### src/rtl/adc_rstchk_pkg.sv
package adc_rstchk_pkg;
  typedef enum logic [3:0] {
    S_IDLE, S_PRE, S_RSTW, S_PAUSE, S_POLL, S_CLRW, S_RB1, S_RB2, S_OFF, S_GAIN
  } seq_state_e;

  typedef enum logic [1:0] { F_IDLE, F_SEND, F_WAIT } frm_state_e;

  localparam int ERR_W       = 4;
  localparam int ERR_TIMEOUT = 0;
  localparam int ERR_NOCLR   = 1;
  localparam int ERR_OFFSET  = 2;
  localparam int ERR_GAIN    = 3;
endpackage

### src/rtl/adc_rstchk_timer.sv
module adc_rstchk_timer #(
  parameter int LIMIT = 6250000
) (
  input  logic clk,
  input  logic rst_n,
  input  logic run,
  output logic expired
);
  localparam int CW = $clog2(LIMIT + 1);
  logic [CW-1:0] cnt;

  always_ff @(posedge clk) begin
    if (!rst_n || !run) cnt <= '0;
    else if (!expired)  cnt <= cnt + 1'b1;
  end

  assign expired = run && (cnt == CW'(LIMIT - 1));

  assert_expire_needs_run_R4: assert property (@(posedge clk) disable iff (!rst_n)
    expired |-> $past(run));
endmodule

### src/rtl/adc_rstchk_framer.sv
module adc_rstchk_framer
  import adc_rstchk_pkg::*;
(
  input  logic        clk,
  input  logic        rst_n,
  input  logic        go,
  input  logic        single,
  input  logic [7:0]  hdr,
  input  logic [23:0] wdata,
  output logic        fdone,
  output logic [23:0] rdata,
  output logic        req_valid,
  input  logic        req_ready,
  output logic [7:0]  req_byte,
  input  logic        rsp_valid,
  output logic        rsp_ready,
  input  logic [7:0]  rsp_byte
);
  frm_state_e  st;
  logic [31:0] sh;
  logic [1:0]  left;

  assign req_valid = (st == F_SEND);
  assign req_byte  = sh[31:24];
  assign rsp_ready = (st == F_WAIT);

  always_ff @(posedge clk) begin
    if (!rst_n) begin
      st <= F_IDLE; sh <= '0; left <= '0; fdone <= 1'b0; rdata <= '0;
    end else begin
      fdone <= 1'b0;
      case (st)
        F_IDLE: if (go) begin
          sh   <= {hdr, wdata};
          left <= single ? 2'd0 : 2'd3;
          st   <= F_SEND;
        end
        F_SEND: if (req_ready) st <= F_WAIT;
        F_WAIT: if (rsp_valid) begin
          rdata <= {rdata[15:0], rsp_byte};
          sh    <= {sh[23:0], 8'h00};
          if (left == 2'd0) begin
            fdone <= 1'b1;
            st    <= F_IDLE;
          end else begin
            left <= left - 1'b1;
            st   <= F_SEND;
          end
        end
        default: st <= F_IDLE;
      endcase
    end
  end

  assert_req_hold_R10: assert property (@(posedge clk) disable iff (!rst_n)
    (req_valid && !req_ready) |=> (req_valid && $stable(req_byte)));
  assert_one_outstanding_R10: assert property (@(posedge clk) disable iff (!rst_n)
    !(req_valid && rsp_ready));
endmodule

### src/rtl/adc_rstchk_top.sv
module adc_rstchk_top
  import adc_rstchk_pkg::*;
#(
  parameter int        PAUSE_CYCLES = 6250000,
  parameter int        POLLS        = 8,
  parameter int        CH_N         = 4,
  parameter logic [7:0] RD_FLAG     = 8'h08,
  parameter logic [7:0] SEL_CFG     = 8'h03,
  parameter logic [7:0] SEL_OFF     = 8'h01,
  parameter logic [7:0] SEL_GAIN    = 8'h02,
  parameter int        CH_SHIFT     = 4,
  parameter logic [23:0] OFF_DEF    = 24'h000000,
  parameter logic [23:0] GAIN_DEF   = 24'h400000
) (
  input  logic             clk,
  input  logic             rst_n,
  input  logic             start,
  output logic             req_valid,
  input  logic             req_ready,
  output logic [7:0]       req_byte,
  input  logic             rsp_valid,
  output logic             rsp_ready,
  input  logic [7:0]       rsp_byte,
  output logic             done,
  output logic             pass,
  output logic             fail,
  output logic [ERR_W-1:0] err_code
);
  localparam int PW = $clog2(POLLS + 1);
  localparam int CHW = (CH_N > 1) ? $clog2(CH_N) : 1;
  localparam int PRE_N = 16;

  seq_state_e     st;
  logic           launched, fr_go, fr_single, fr_done, tmr_exp;
  logic [7:0]     fr_hdr;
  logic [23:0]    fr_wdata, fr_rdata;
  logic [3:0]     pre_cnt;
  logic [PW-1:0]  poll_cnt;
  logic [CHW-1:0] ch;

  always_comb begin
    fr_single = 1'b0;
    fr_hdr    = 8'h00;
    fr_wdata  = 24'h0;
    case (st)
      S_PRE: begin
        fr_single = 1'b1;
        fr_hdr    = (pre_cnt == 4'(PRE_N - 1)) ? 8'hFE : 8'hFF;
      end
      S_RSTW:               begin fr_hdr = SEL_CFG; fr_wdata = 24'h000080; end
      S_CLRW:               fr_hdr = SEL_CFG;
      S_POLL, S_RB1, S_RB2: fr_hdr = RD_FLAG | SEL_CFG;
      S_OFF:  fr_hdr = RD_FLAG | SEL_OFF  | (8'(ch) << CH_SHIFT);
      S_GAIN: fr_hdr = RD_FLAG | SEL_GAIN | (8'(ch) << CH_SHIFT);
      default: ;
    endcase
  end

  assign fr_go = !launched && (st != S_IDLE) && (st != S_PAUSE);

  adc_rstchk_framer u_frm (
    .clk(clk), .rst_n(rst_n), .go(fr_go), .single(fr_single), .hdr(fr_hdr),
    .wdata(fr_wdata), .fdone(fr_done), .rdata(fr_rdata),
    .req_valid(req_valid), .req_ready(req_ready), .req_byte(req_byte),
    .rsp_valid(rsp_valid), .rsp_ready(rsp_ready), .rsp_byte(rsp_byte)
  );

  adc_rstchk_timer #(.LIMIT(PAUSE_CYCLES)) u_tmr (
    .clk(clk), .rst_n(rst_n), .run(st == S_PAUSE), .expired(tmr_exp)
  );

  always_ff @(posedge clk) begin
    if (!rst_n) begin
      st <= S_IDLE; launched <= 1'b0; pre_cnt <= '0; poll_cnt <= '0; ch <= '0;
      done <= 1'b0; pass <= 1'b0; fail <= 1'b0; err_code <= '0;
    end else begin
      if (fr_go) launched <= 1'b1;
      if (fr_done) launched <= 1'b0;
      case (st)
        S_IDLE: if (start) begin
          done <= 1'b0; pass <= 1'b0; fail <= 1'b0; err_code <= '0;
          pre_cnt <= '0; poll_cnt <= '0; ch <= '0;
          st <= S_PRE;
        end
        S_PRE: if (fr_done) begin
          if (pre_cnt == 4'(PRE_N - 1)) st <= S_RSTW;
          else pre_cnt <= pre_cnt + 1'b1;
        end
        S_RSTW: if (fr_done) st <= S_PAUSE;
        S_PAUSE: if (tmr_exp) begin
          poll_cnt <= poll_cnt + 1'b1;
          st <= S_POLL;
        end
        S_POLL: if (fr_done) begin
          if (fr_rdata[6]) st <= S_CLRW;
          else if (poll_cnt == PW'(POLLS)) begin
            fail <= 1'b1; done <= 1'b1; err_code[ERR_TIMEOUT] <= 1'b1; st <= S_IDLE;
          end else st <= S_PAUSE;
        end
        S_CLRW: if (fr_done) st <= S_RB1;
        S_RB1:  if (fr_done) st <= S_RB2;
        S_RB2: if (fr_done) begin
          if (fr_rdata[7:0] != 8'h00) begin
            fail <= 1'b1; done <= 1'b1; err_code[ERR_NOCLR] <= 1'b1; st <= S_IDLE;
          end else begin
            ch <= '0; st <= S_OFF;
          end
        end
        S_OFF: if (fr_done) begin
          if (fr_rdata != OFF_DEF) begin
            fail <= 1'b1; done <= 1'b1; err_code[ERR_OFFSET] <= 1'b1; st <= S_IDLE;
          end else if (ch == CHW'(CH_N - 1)) begin
            ch <= '0; st <= S_GAIN;
          end else ch <= ch + 1'b1;
        end
        S_GAIN: if (fr_done) begin
          if (fr_rdata != GAIN_DEF) begin
            fail <= 1'b1; done <= 1'b1; err_code[ERR_GAIN] <= 1'b1; st <= S_IDLE;
          end else if (ch == CHW'(CH_N - 1)) begin
            pass <= 1'b1; done <= 1'b1; st <= S_IDLE;
          end else ch <= ch + 1'b1;
        end
        default: st <= S_IDLE;
      endcase
    end
  end

  assert_fail_onehot_R4: assert property (@(posedge clk) disable iff (!rst_n)
    fail |-> ($countones(err_code) == 1));
  assert_pass_clean_R8: assert property (@(posedge clk) disable iff (!rst_n)
    pass |-> (!fail && err_code == '0 && done));
  assert_poll_bound_R4: assert property (@(posedge clk) disable iff (!rst_n)
    poll_cnt <= PW'(POLLS));
  assert_result_hold_R9: assert property (@(posedge clk) disable iff (!rst_n)
    (done && !start) |=> ($stable(err_code) && $stable(pass) && done));
  assert_busy_quiet_R9: assert property (@(posedge clk) disable iff (!rst_n)
    (st == S_IDLE) |-> !req_valid);
endmodule

### config.mk
export PLATFORM = sky130hd
export DESIGN_NAME = adc_rstchk_top
export DESIGN_NICKNAME = d
export VERILOG_FILES = /design/src/rtl/adc_rstchk_pkg.sv /design/src/rtl/adc_rstchk_timer.sv /design/src/rtl/adc_rstchk_framer.sv /design/src/rtl/adc_rstchk_top.sv
export SDC_FILE = /design/constraint.sdc
export NUM_CORES = 1
export LEC_CHECK = 0
export BUFFER_PORTS_ARGS = -buffer_cell sky130_fd_sc_hd__buf_4
export CORE_AREA = 5 5 89 91
export CTS_CLUSTER_DIAMETER = 100
export DETAILED_ROUTE_END_ITERATION = 16
export DIE_AREA = 0 0 94 96
export GPL_ROUTABILITY_DRIVEN = 0
export GPL_TIMING_DRIVEN = 0
export HOLD_SLACK_MARGIN = 0.15
export PLACE_DENSITY = 0.74
export SETUP_SLACK_MARGIN = 0.4
export SYNTH_ARGS = -nofsm -noshare
export SYNTH_HDL_FRONTEND = slang
export SYNTH_SLANG_ARGS = --single-unit
### constraint.sdc
create_clock -name clk -period 2.25 [get_ports clk]
set_input_delay 0.3375 -clock clk [delete_from_list [all_inputs] [get_ports clk]]
set_output_delay 0.3375 -clock clk [all_outputs]
set_load 0.05 [all_outputs]
==> results.json <==
{
  "start_kind": "flip-flop",
  "outcome": "completed",
  "nNetsFinal": 585,
  "p_per_area_nw_per_um2": 782.7,
  "worstReg2RegStart": "u_tmr.cnt[1]",
  "synth_seq_cells": 84,
  "syn_area_um2": 4115,
  "dpl.hpwl_mm": 6.692,
  "reg2reg_to": "st[3]",
  "setup.worst_path.class": "flip-flop to flip-flop",
  "synthFlopType": "dfxtp_1",
  "synth_edf_count": 0,
  "fin_ws_ns": 0.3180,
  "drc": 0,
  "drive_gt1_share_pct": 23.86,
  "cp_max_fo": 6,
  "drt_iter0_drc": 332,
  "syn2layout_area_growth_pct": 21.10,
  "cp-end-kind": "flip-flop",
  "ys_seq_area_share_pct": 40.86,
  "design.die.area_um2": 9024,
  "yosysUniqueCellTypes": 63,
  "slowest_stage": "or3_4",
  "core-area_um2": 7059,
  "hold_path_class": "primary input to flip-flop",
  "diodes": 0,
  "clock_sinks": 84,
  "num_vias": 3792,
  "drtPass1Iterations": 5,
  "finalSetupTns_ns": 0,
  "power_mw": 3.901,
  "port_buffers": 29,
  "root_buffer": "clkbuf_8",
  "grt_pass1_vias": 3484,
  "worstSetupPathDepth": 9,
  "initial_core_util_pct": 58.29,
  "startpoint": "u_tmr.cnt[1]",
  "setup_viol": 0,
  "post_drt_wl_per_cell_um": 14.74,
  "drv_cap": 0,
  "final_common_cell": "nand2_1",
  "avgSynthCellArea_um2": 8.085,
  "layout.cells.most_common_list": "nand2_1, dfxtp_1, buf_4, nor2_1, a21boi_0",
  "grt_usage_pct": 22.33,
  "cts_max_level": 3,
  "pre_cts_ws_ns": 0.1680,
  "crit_family": "simple AND/OR/NAND/NOR gates",
  "p_leak_nw": 1.850,
  "antenna_found_initial": 0,
  "required_ns": 2.52,
  "path_cells": "ha_4, and3_4, nand4_4, or3_4, buf_6, a22oi_4, buf_4, o21ai_2, a21boi_1",
  "grt-ovfl-total": 0,
  "grt_setup_unrepaired": "true",
  "fmax_mhz": 517.6,
  "synthesis.nets": 528,
  "worstMarginPinSlew_ns": 0.5086,
  "async_flop_share_pct": 0,
  "max_slew_margin_pct": 66.03,
  "yosys_warnings": 0,
  "fp-row-count": 31,
  "clk_pin_slew_ns": 0.09,
  "path_buf_inv": 2,
  "clock_skew_ns": 0.01100,
  "max_stage_delay_ns": 0.40,
  "rrSetupSlack_ns": 0.32,
  "finalInstanceArea_um2": 4984,
  "die_x_um": 94,
  "max-vdd-ir-drop_mv": 0.6121,
  "die_y_um": 96,
  "grt_pass1_wl_mm": 16.11,
  "tritoncts": "yes",
  "worstSetupEndpoint": "st[3]",
  "crit_arrival_ns": 2.21,
  "grt_max_degree": 14,
  "routed_wl_mm": 9.863,
  "place_area_um2": 4463,
  "timing.final.crit_share_pct": 85.87,
  "hold_buffers": 0,
  "hold_viol": 0,
  "reg2reg_depth": 9,
  "io_pins": 30,
  "netlist_instances": 509,
  "drv_slew": 0,
  "viasPerCell": 5.668,
  "ant_nets": 0,
  "cts_buffer_depth": 2,
  "numCtsBuffers": 9,
  "fin_crit_ns": 1.932,
  "insertion_delay_ns": 0.35
}
==> logic make-up (layout without fill, tap and decap cells) <==
logic type	Yosys count	count (layout)	share of synthesized area [%]
buffers and inverters	50	110	5.868
adders and majority gates	6	6	1.824
DFF	84	84	40.86
and+or+nand+nor	240	241	27.64
xor gates and xnor gates	27	27	5.747
muxes	6	6	1.459
AOI/OAI and AO/OA	96	96	16.60
==> where the power goes <==
part	internal (mW)	leakage [nW]	total, mW	switching (mW)
Sequential	1.58	0.682	1.65	0.0675
Clock	0.452	0.0872	0.994	0.542
Combinational	0.496	1.08	1.26	0.761
==> sequential cells by signal, indices dropped and copies added, names as in the netlist, 4 cells and up <==
| name | cells |
|---|---|
| pre_cnt | 4 |
| u_frm.rdata | 24 |
| st | 4 |
| u_tmr.cnt | 23 |
| u_frm.sh | 10 |
| err_code | 4 |
| poll_cnt | 4 |
==> layer usage <==
metal / global-route usage (%) / vias up / routed length, um
li1: - / 1855 / -
met1: 28.89 / 1756 / 4356
met4: 8.785 / 0 / 275
met3: 4.613 / 36 / 638
met5: 0 / - / 0
met2: 36.61 / 145 / 4592
==> Yosys cell counts, drive strengths merged (4+ instances only) <==
cell / instances / share of area (%)
a21boi: 33 / 6.0
a21oi: 14 / 1.7
a31oi: 4 / 0.61
and3: 5 / 0.88
buf: 18 / 2.9
clkbuf: 15 / 1.4
dfxtp: 84 / 41
ha: 6 / 1.8
inv: 16 / 1.5
mux2i: 6 / 1.5
nand2: 100 / 9.2
nand3: 26 / 3.3
nand4: 9 / 1.5
nor2: 53 / 4.8
nor2b: 9 / 1.4
nor3: 7 / 0.97
nor4: 8 / 1.4
o21ai: 17 / 2.1
o22ai: 4 / 0.61
or3: 4 / 0.61
xnor2: 8 / 1.7
xor2: 19 / 4.0
==> how the worst min path moves through the flow <==
stage | from | cells after the start | end | slack (ns)
3_5_place_dp | done | 2 | done | 0.45
2_1_floorplan | u_frm.sh[15] | 2 | u_frm.sh[15] | 0.44
3_3_place_gp | done | 2 | done | 0.44
4_1_cts | rsp_byte[0] | 3 | u_frm.rdata[0] | 0.23
5_1_grt | rsp_byte[1] | 3 | u_frm.rdata[1] | 0.23
6_report | rsp_byte[3] | 3 | u_frm.rdata[3] | 0.24
==> per-stage QoR <==
step	instances	hold slack [ns]	utilization, %
after floorplan	509	0.4412	-
after global placement	637	0.4400	63.22
after detailed placement	637	0.4486	63.22
after CTS	657	0.2281	66.78
after global routing	669	0.2334	70.60
final	669	0.2365	70.60
==> final cells by class <==
type                            count  area [um^2]
Buffer                             33        207.7
Clock buffer                       11        151.4
Clock inverter                      4        25.02
Fill cell                         584         2076
Inverter                           17        65.06
Multi-Input combinational cell    376         2377
Sequential cell                    84         1692
Tap cell                           99        123.9
Timing Repair Buffer               45        341.6
==> worst reg2reg max path, cell delays in order, from the launching register on <==
cell and delay (ns):
dfxtp_2 0.36, ha_4 0.14, and3_4 0.20, nand4_4 0.11, or3_4 0.40, buf_6 0.15
a22oi_4 0.18, buf_4 0.15, o21ai_2 0.05, a21boi_1 0.12
==> repair_timing <==
action,4_1_cts,5_1_grt
setup endpoints to repair,64,72
setup buffers,5,11
pin swaps,5,13
cloned,0,1
gates resized for setup,13,54
Power figures use the tool's default switching activity.
